===== src/rtl/async_sram_ctrl.sv =====
module async_sram_ctrl #(
  parameter int ADDR_W        = 17,
  parameter int DATA_W        = 16,
  parameter int CLK_PERIOD_NS = 10,
  parameter int T_RC_NS       = 55,
  parameter int T_WP_NS       = 40,
  parameter int T_CW_NS       = 45,
  parameter int T_WC_NS       = 55,
  parameter int IDLE_LIMIT    = 64
) (
  input  logic              clk,
  input  logic              rst,
  input  logic              req_valid,
  output logic              req_ready,
  input  logic [ADDR_W-1:0] req_addr,
  input  logic              req_we,
  input  logic [DATA_W-1:0] req_wdata,
  input  logic [1:0]        req_be,
  output logic [DATA_W-1:0] rdata,
  output logic              rdata_valid,
  output logic [ADDR_W-1:0] sram_addr,
  output logic              sram_ce1_n,
  output logic              sram_ce2,
  output logic              sram_oe_n,
  output logic              sram_we_n,
  output logic              sram_lb_n,
  output logic              sram_ub_n,
  output logic [DATA_W-1:0] sram_dq_out,
  output logic              sram_dq_oe,
  input  logic [DATA_W-1:0] sram_dq_in
);

  localparam int LANE   = DATA_W / 2;
  localparam int RD_T   = (T_RC_NS + CLK_PERIOD_NS - 1) / CLK_PERIOD_NS;
  localparam int WLO_NS = (T_WP_NS > T_CW_NS) ? T_WP_NS : T_CW_NS;
  localparam int WP_T   = (WLO_NS + CLK_PERIOD_NS - 1) / CLK_PERIOD_NS;
  localparam int WC_RAW = (T_WC_NS + CLK_PERIOD_NS - 1) / CLK_PERIOD_NS;
  localparam int WC_T   = (WC_RAW > WP_T) ? WC_RAW : WP_T + 1;
  localparam int WR_T   = WC_T - WP_T;
  localparam int RCV_T  = RD_T;
  localparam int MAX_T  = (RD_T > WC_T) ? RD_T : WC_T;
  localparam int CNT_W  = $clog2(MAX_T + 1) + 1;
  localparam int IDL_W  = $clog2(IDLE_LIMIT + 1) + 1;

  typedef enum logic [2:0] {
    S_STBY, S_RECOVER, S_IDLE, S_READ, S_WRITE, S_WREC
  } state_t;

  state_t              state;
  logic [CNT_W-1:0]    cnt;
  logic [IDL_W-1:0]    idle_cnt;
  logic [ADDR_W-1:0]   a_q;
  logic [DATA_W-1:0]   d_q;
  logic [1:0]          be_q;
  logic                we_q;
  logic [DATA_W-1:0]   rdata_q;
  logic                rvalid_q;

  wire accept = req_valid && req_ready;
  wire active = (state == S_READ) || (state == S_WRITE);
  wire [DATA_W-1:0] lane_mask = {{LANE{be_q[1]}}, {LANE{be_q[0]}}};

  assign req_ready   = (state == S_IDLE) || (state == S_STBY);
  assign rdata       = rdata_q;
  assign rdata_valid = rvalid_q;
  assign sram_addr   = a_q;
  assign sram_ce1_n  = (state == S_STBY);
  assign sram_ce2    = (state != S_STBY);
  assign sram_oe_n   = (state != S_READ);
  assign sram_we_n   = (state != S_WRITE);
  assign sram_lb_n   = !(active && be_q[0]);
  assign sram_ub_n   = !(active && be_q[1]);
  assign sram_dq_out = d_q;
  assign sram_dq_oe  = (state == S_WRITE) ||
                       ((state == S_WREC) && (cnt == CNT_W'(WR_T - 1)));

  always_ff @(posedge clk) begin
    if (rst) begin
      state    <= S_STBY;
      cnt      <= '0;
      idle_cnt <= '0;
      a_q      <= '0;
      d_q      <= '0;
      be_q     <= '0;
      we_q     <= 1'b0;
      rdata_q  <= '0;
      rvalid_q <= 1'b0;
    end else begin
      rvalid_q <= 1'b0;
      if (state != S_IDLE) idle_cnt <= '0;
      if (accept) begin
        a_q  <= req_addr;
        d_q  <= req_wdata;
        be_q <= req_be;
        we_q <= req_we;
      end
      case (state)
        S_STBY: if (accept) begin
          state <= S_RECOVER;
          cnt   <= CNT_W'(RCV_T - 1);
        end
        S_IDLE: begin
          if (accept) begin
            idle_cnt <= '0;
            if (req_we && req_be == 2'b00) begin
              state <= S_IDLE;
            end else if (req_we) begin
              state <= S_WRITE;
              cnt   <= CNT_W'(WP_T - 1);
            end else begin
              state <= S_READ;
              cnt   <= CNT_W'(RD_T - 1);
            end
          end else if (idle_cnt == IDL_W'(IDLE_LIMIT - 1)) begin
            state <= S_STBY;
          end else begin
            idle_cnt <= idle_cnt + 1'b1;
          end
        end
        S_RECOVER: begin
          if (cnt != '0) begin
            cnt <= cnt - 1'b1;
          end else if (we_q && be_q == 2'b00) begin
            state <= S_IDLE;
          end else if (we_q) begin
            state <= S_WRITE;
            cnt   <= CNT_W'(WP_T - 1);
          end else begin
            state <= S_READ;
            cnt   <= CNT_W'(RD_T - 1);
          end
        end
        S_READ: begin
          if (cnt != '0) begin
            cnt <= cnt - 1'b1;
          end else begin
            rdata_q  <= sram_dq_in & lane_mask;
            rvalid_q <= 1'b1;
            state    <= S_IDLE;
          end
        end
        S_WRITE: begin
          if (cnt != '0) begin
            cnt <= cnt - 1'b1;
          end else begin
            state <= S_WREC;
            cnt   <= CNT_W'(WR_T - 1);
          end
        end
        S_WREC: begin
          if (cnt != '0) cnt <= cnt - 1'b1;
          else state <= S_IDLE;
        end
        default: state <= S_STBY;
      endcase
    end
  end

  logic [CNT_W:0] we_run, oe_run;
  logic [15:0]    sel_run;
  always_ff @(posedge clk) begin
    if (rst) begin
      we_run  <= '0;
      oe_run  <= '0;
      sel_run <= '0;
    end else begin
      we_run  <= sram_we_n ? '0 : we_run + 1'b1;
      oe_run  <= sram_oe_n ? '0 : oe_run + 1'b1;
      sel_run <= sram_ce1_n ? '0 : ((sel_run == 16'hFFFF) ? sel_run : sel_run + 1'b1);
    end
  end

  p_selected_r2: assert property (@(posedge clk) disable iff (rst)
    (!sram_oe_n || !sram_we_n) |-> (!sram_ce1_n && sram_ce2));
  p_oe_we_excl_r2: assert property (@(posedge clk) disable iff (rst)
    !(!sram_oe_n && !sram_we_n));
  p_read_len_r3: assert property (@(posedge clk) disable iff (rst)
    $rose(sram_oe_n) |-> (oe_run == (CNT_W+1)'(RD_T)));
  p_read_addr_r3: assert property (@(posedge clk) disable iff (rst)
    (!sram_oe_n && $past(!sram_oe_n)) |-> $stable(sram_addr));
  p_rvalid_pulse_r4: assert property (@(posedge clk) disable iff (rst)
    rdata_valid |=> !rdata_valid);
  p_write_len_r5: assert property (@(posedge clk) disable iff (rst)
    $rose(sram_we_n) |-> (we_run == (CNT_W+1)'(WP_T)));
  p_write_stable_r5: assert property (@(posedge clk) disable iff (rst)
    (!sram_we_n && $past(!sram_we_n)) |->
      ($stable(sram_addr) && $stable(sram_dq_out) && $stable(sram_lb_n) && $stable(sram_ub_n)));
  p_no_contention_r6: assert property (@(posedge clk) disable iff (rst)
    sram_dq_oe |-> sram_oe_n);
  p_drive_in_write_r6: assert property (@(posedge clk) disable iff (rst)
    !sram_we_n |-> sram_dq_oe);
  p_ready_quiet_r8: assert property (@(posedge clk) disable iff (rst)
    req_ready |-> (sram_oe_n && sram_we_n));
  p_recovery_r11: assert property (@(posedge clk) disable iff (rst)
    (!sram_oe_n || !sram_we_n) |-> (sel_run >= 16'(RCV_T)));

endmodule


===== config.mk =====
export PLATFORM = sky130hd
export DESIGN_NAME = async_sram_ctrl
export DESIGN_NICKNAME = d
export VERILOG_FILES = /design/src/rtl/async_sram_ctrl.sv
export SDC_FILE = /design/constraint.sdc
export NUM_CORES = 1
export LEC_CHECK = 0
export ABC_AREA = 0
export CORE_UTILIZATION = 38
export DETAILED_ROUTE_END_ITERATION = 8
export PLACE_DENSITY = 0.73
export SYNTH_ARGS = -nofsm -noshare
export SYNTH_HDL_FRONTEND = slang
export SYNTH_SLANG_ARGS = --single-unit

===== constraint.sdc =====
create_clock -name clk -period 1.65 [get_ports clk]
set_input_delay 0.33 -clock clk [delete_from_list [all_inputs] [get_ports clk]]
set_output_delay 0.33 -clock clk [all_outputs]
set_load 0.02 [all_outputs]

# == After elaboration in Yosys (flattened, before gate mapping) ==
# Index checks and enable logic that the tools add are counted.
# word_totals
register_bits,68
latchBits,0
ramBits,0
mem_bits_ro,0
in_bits,55
mem_count,0
# classes
add_sub_neg,2
mul,0
n_div,0
n_lt_le_gt_ge,0
eq_ne,18
shifts,0
mux,26
bitwise_logic,3
reduce_logical,23
# op_table
cell,count
two-way mux 8 bit,4
two-way mux 3 bit,10
two-way mux 4 bit,7
case mux 4 bit (5 select lines),1
bitwise AND 16 bit,1
case mux 3 bit (5 select lines),1
inequality test 2 bit (second input constant),5
inequality test 3 x 2 -> 1 bit (second input constant),3
adder 8 x 1 -> 8 bit (second input constant),1
== test 8 x 6 -> 1 bit (second input constant),1
== test 3 x 2 -> 1 bit (second input constant),2
== test 3 bit (second input constant),2
logical AND 1 bit,6
inequality test 3 bit (second input constant),2
AND reduction 6 bit,1
AND reduction 5 bit,1
nonzero test 5 bit,1
zero test 2 bit,2
zero test 4 bit,1
inequality test 2 x 1 -> 1 bit (second input constant),2
nonzero test 4 bit,1
OR reduction 2 bit,2
subtractor 4 x 1 -> 4 bit (second input constant),1
== test 3 x 1 -> 1 bit (second input constant),1
7 further kinds,13

# == Logic depth before layout (Yosys ltp) ==
# logic_depth
ltp_word,5
mapped_depth,8
depth_no_buf,7

# == Least setup slack after synthesis ==
# Ideal clock, no wire load.
# synth_timing
kind,register to output
start,register cnt[0]
end,output sram_dq_oe
t_arrival_ns,1.460
required_ns,1.320
slack_ns,-0.140
stages_incl_launch_ff,6
path_cell_list,dfxtp_1 inv_1 ha_1 or3b_1 buf_6 a21oi_1
# synth_between
elab_chain_cells,3
# synth_lines
item,line,source
start: declaration,50,logic [CNT_W-1:0] cnt;
start signal: assignment,100,cnt <= CNT_W'(RCV_T - 1);
start signal: assignment,109,cnt <= CNT_W'(WP_T - 1);
start signal: assignment,112,cnt <= CNT_W'(RD_T - 1);
zero test 4 bit,75,((state == S_WREC) && (cnt == CNT_W'(WR_T - 1)));
logical AND 1 bit,75,
logical OR 1 bit,74,assign sram_dq_oe = (state == S_WRITE) ||
end: declaration,29,"output logic sram_dq_oe,"
# No other way between the ends.

# == Worst setup path in the final report ==
# layout_timing
start,register cnt[0]
end,register cnt[3]
# layout_between
elab_chain_cells,3
word_cells_on_any_way,9
# layout_lines
item,line
subtractor 4 x 1 -> 4 bit or nonzero test 4 bit (tied branches),n/a
"two-way mux 4 bit, or another cell as far along","134, 151"
case mux 4 bit (5 select lines) or AND reduction 6 bit (tied branches),n/a
# Parallel ways exist; a longest one is shown, timed or not. The select of a mux whose other input is x is not followed.
# A chain may end at the register's enable or synchronous reset.

==> results.ini <==
[worst_setup_path]
path_delay_family = simple AND/OR/NAND/NOR gates
required_ps = 1930
worstPathMaxFanout = 7
cp.buffers_inverters = 2
arrival_ps = 2170
path_class = register to register
path_cells = inv_2 > ha_4 > or3b_4 > buf_4 > a21o_4 > o311ai_2 > or4_1 > nand3_1
start_kind = register
cp-end-kind = register
crit_slowest_cell = or4_1
cpPeakStageDelay_ps = 520

[floorplanning]
start_util = 0.3985
rows = 30
pin_count = 113
die_height_um = 86.88
core_um2 = 6869
die_w_um = 86.88
dieArea_um2 = 7548

[drt]
drt_first_pass_iters = 4
drt_iter0_drc = 133
wl_per_cell_um = 13.56
drcViolationCount = 0
vias = 2790
routed_wl_um = 7714
vias_per_cell = 4.903
antenna_left = 0

[sta]
final-hold-violation-count = 0
worst_pin_slew_ps = 478.7
rsz0062_at_grt = yes
fin_crit_ps = 1894
maxSlewViolCount = 0
min_period_over_period = 1.148
finalSetupTns_ps = -1525
slew-limit-headroom = 0.6809
setup_violations = 27
fmax_ghz = 0.5281
skew_ps = 8.980
setup_ws_ps = -243.6

[final_layout]
instances_no_fill = 569
final_common_cell = nand2_1
n_fill_cell = 579
syn2layout_area_growth_pct = 69.15
antenna_cells = 0
nets = 525
finalInstanceArea_um2 = 4631
drive_gt1_frac = 0.2156
final_cell_mix = 81 x nand2_1, 70 x clkdlybuf4s50_1, 64 x dfxtp_1

[placement]
placed_cells = 545
gp_congestion = 0.8883
dp_hpwl_um = 5268
placed_cell_area_um2 = 4184
portBuffers = 112

[pwr]
power_leakage_nw = 2.298
power_density_nw_per_um2 = 1079
peakVddDrop_mv = 0.6208

[yosys]
syn_nets = 379
synthAdderAreaFrac = 0.009141
synthesis.area_um2 = 2738
synth-xor-area-share = 0.01600
ys_seq_elements = 68
synthCells = 322
yosys.area_share.simple = 0.2061
ys_seq_area_frac = 0.4973
synthArstFlopShare = 0
synth_cell_types = 51
muxShareOfSynthArea = 0.007313
yosys_warnings = 0
synth_top_family_by_area = compound AO/OA/AOI/OAI gates
synth-compound-area-share = 0.2130
synth_ff_type = dfxtp_1
synth_edf_count = 0
syn_avg_cell_area_um2 = 8.502

[global_route]
grt_pass1_vias = 2657
gr-total-overflow = 0
grt_max_degree = 45
grt_pass1_wl_um = 12170
grt_use_total = 0.2064
antenna_found_initial = 0

[clock_network]
hold_buffers = 0
clkSlewWorstSetupHoldPaths_ps = 80
cts-buffers-inserted = 9
clockBufferDepth = 2
cts_tree = done
clock-sinks = 68
htreeDepth = 3
insertion_delay_ps = 340
cts_root_buffer = clkbuf_8

[status]
status = finished with violations
violations = setup timing

[job]
cap_violations = 0

[worst_hold_path]
hold_path_class = input pin to register

-- worst paths after layout --
path / to / slack [ps] / cells after the start / startpoint
max: cnt[3] / -240 / 8 / cnt[0]
min: rdata_valid / 350 / 2 / rst
max reg2reg: cnt[3] / -240 / 8 / cnt[0]
min reg2reg: sram_dq_out[7] / 450 / 2 / sram_dq_out[7]
-- sequential cells by signal, summed over array words and instances, names as in the netlist --
register     count
be_q             2
cnt              4
rdata_valid      1
rdata           16
we_q             1
state            3
sram_dq_out     16
idle_cnt         8
sram_addr       17
-- worst register-to-register path, delay by kind of cell (launching register included) --
kind                       cells  cell delay [ps]
AOI/OAI and AO/OA              2              250
adders and majority gates      1              150
buffers and inverters          2              230
DFF                            1              340
and+or+nand+nor                3              860
-- cells in the mapped netlist, types with 2 or more instances --
library cell / count / area, µm²
nand2_1: 85 / 319.1
buf_2: 11 / 55.05
ha_1: 2 / 25.02
o21ai_0: 7 / 35.03
xnor2_1: 4 / 35.03
dfxtp_1: 68 / 1361
a21oi_1: 46 / 230.2
mux2i_1: 2 / 20.02
nor3b_1: 3 / 22.52
a221oi_1: 2 / 17.52
nand3b_1: 2 / 15.01
nand3_1: 8 / 40.04
and3_1: 2 / 12.51
a31oi_1: 2 / 12.51
nor2_1: 10 / 37.54
inv_1: 8 / 30.03
nor2b_1: 2 / 12.51
a22o_1: 16 / 140.1
or3_1: 2 / 12.51
clkbuf_1: 7 / 26.28
a311oi_1: 2 / 17.52
and2_1: 2 / 12.51
-- logic make-up (layout without fill, tap and decap cells) --
group                    after synthesis  after routing
AND/OR/NAND/NOR                      126            127
AO/OA/AOI/OAI                         89             89
flip-flops                            68             68
buffers and inverters                 30            180
XOR/XNOR                               5              5
adder cells (fa/ha/maj)                2              2
multiplexers                           2              2
-- per-stage QoR --
| stage | worst slack, ps | power, mW | utilization | hold WS [ps] |
|---|---|---|---|---|
| floorplan | 3.406 | 2.658 | - | 408.3 |
| global placement | -299.7 | 3.323 | 0.6091 | 440.3 |
| detailed placement | -318.8 | 3.350 | 0.6091 | 447.0 |
| CTS | -205.8 | 4.939 | 0.6523 | 349.5 |
| global route | -301.4 | 5.265 | 0.6741 | 331.6 |
| finish | -243.6 | 4.998 | 0.6741 | 348.6 |
-- timing repair --
action | CTS | global route
setup endpoints to repair | 32 | 60
buffers inserted | 3 | 4
gates cloned | 1 | 0
resized for setup | 63 | 43
pin swaps | 3 | 3
-- final cells by class --
class | instances | area, µm² | share of cell area
Inverter | 9 | 36.28 | 0.007836
Multi-Input combinational cell | 225 | 1358 | 0.2932
Sequential cell | 68 | 1366 | 0.2951
Clock inverter | 7 | 98.84 | 0.02135
Clock buffer | 9 | 123.9 | 0.02675
Tap cell | 96 | 120.1 | 0.02594
Timing Repair Buffer | 155 | 1528 | 0.3299
-- metal layers --
metal,vias to the layer above,part of all wire,global-route usage
met5,-,0,0
met4,0,0.012,0.07727
met3,7,0.055,0.05687
met2,84,0.51,0.3550
met1,1286,0.42,0.2447
li1,1413,-,-
-- report_power, final --
group | switching (mW) | internal, mW | total (mW) | leakage, nW
logic | 0.823 | 0.803 | 1.63 | 1.63
registers | 0.0755 | 1.77 | 1.85 | 0.556
clock network | 0.664 | 0.858 | 1.52 | 0.110
No activity file was read; power rests on OpenSTA's default activity.
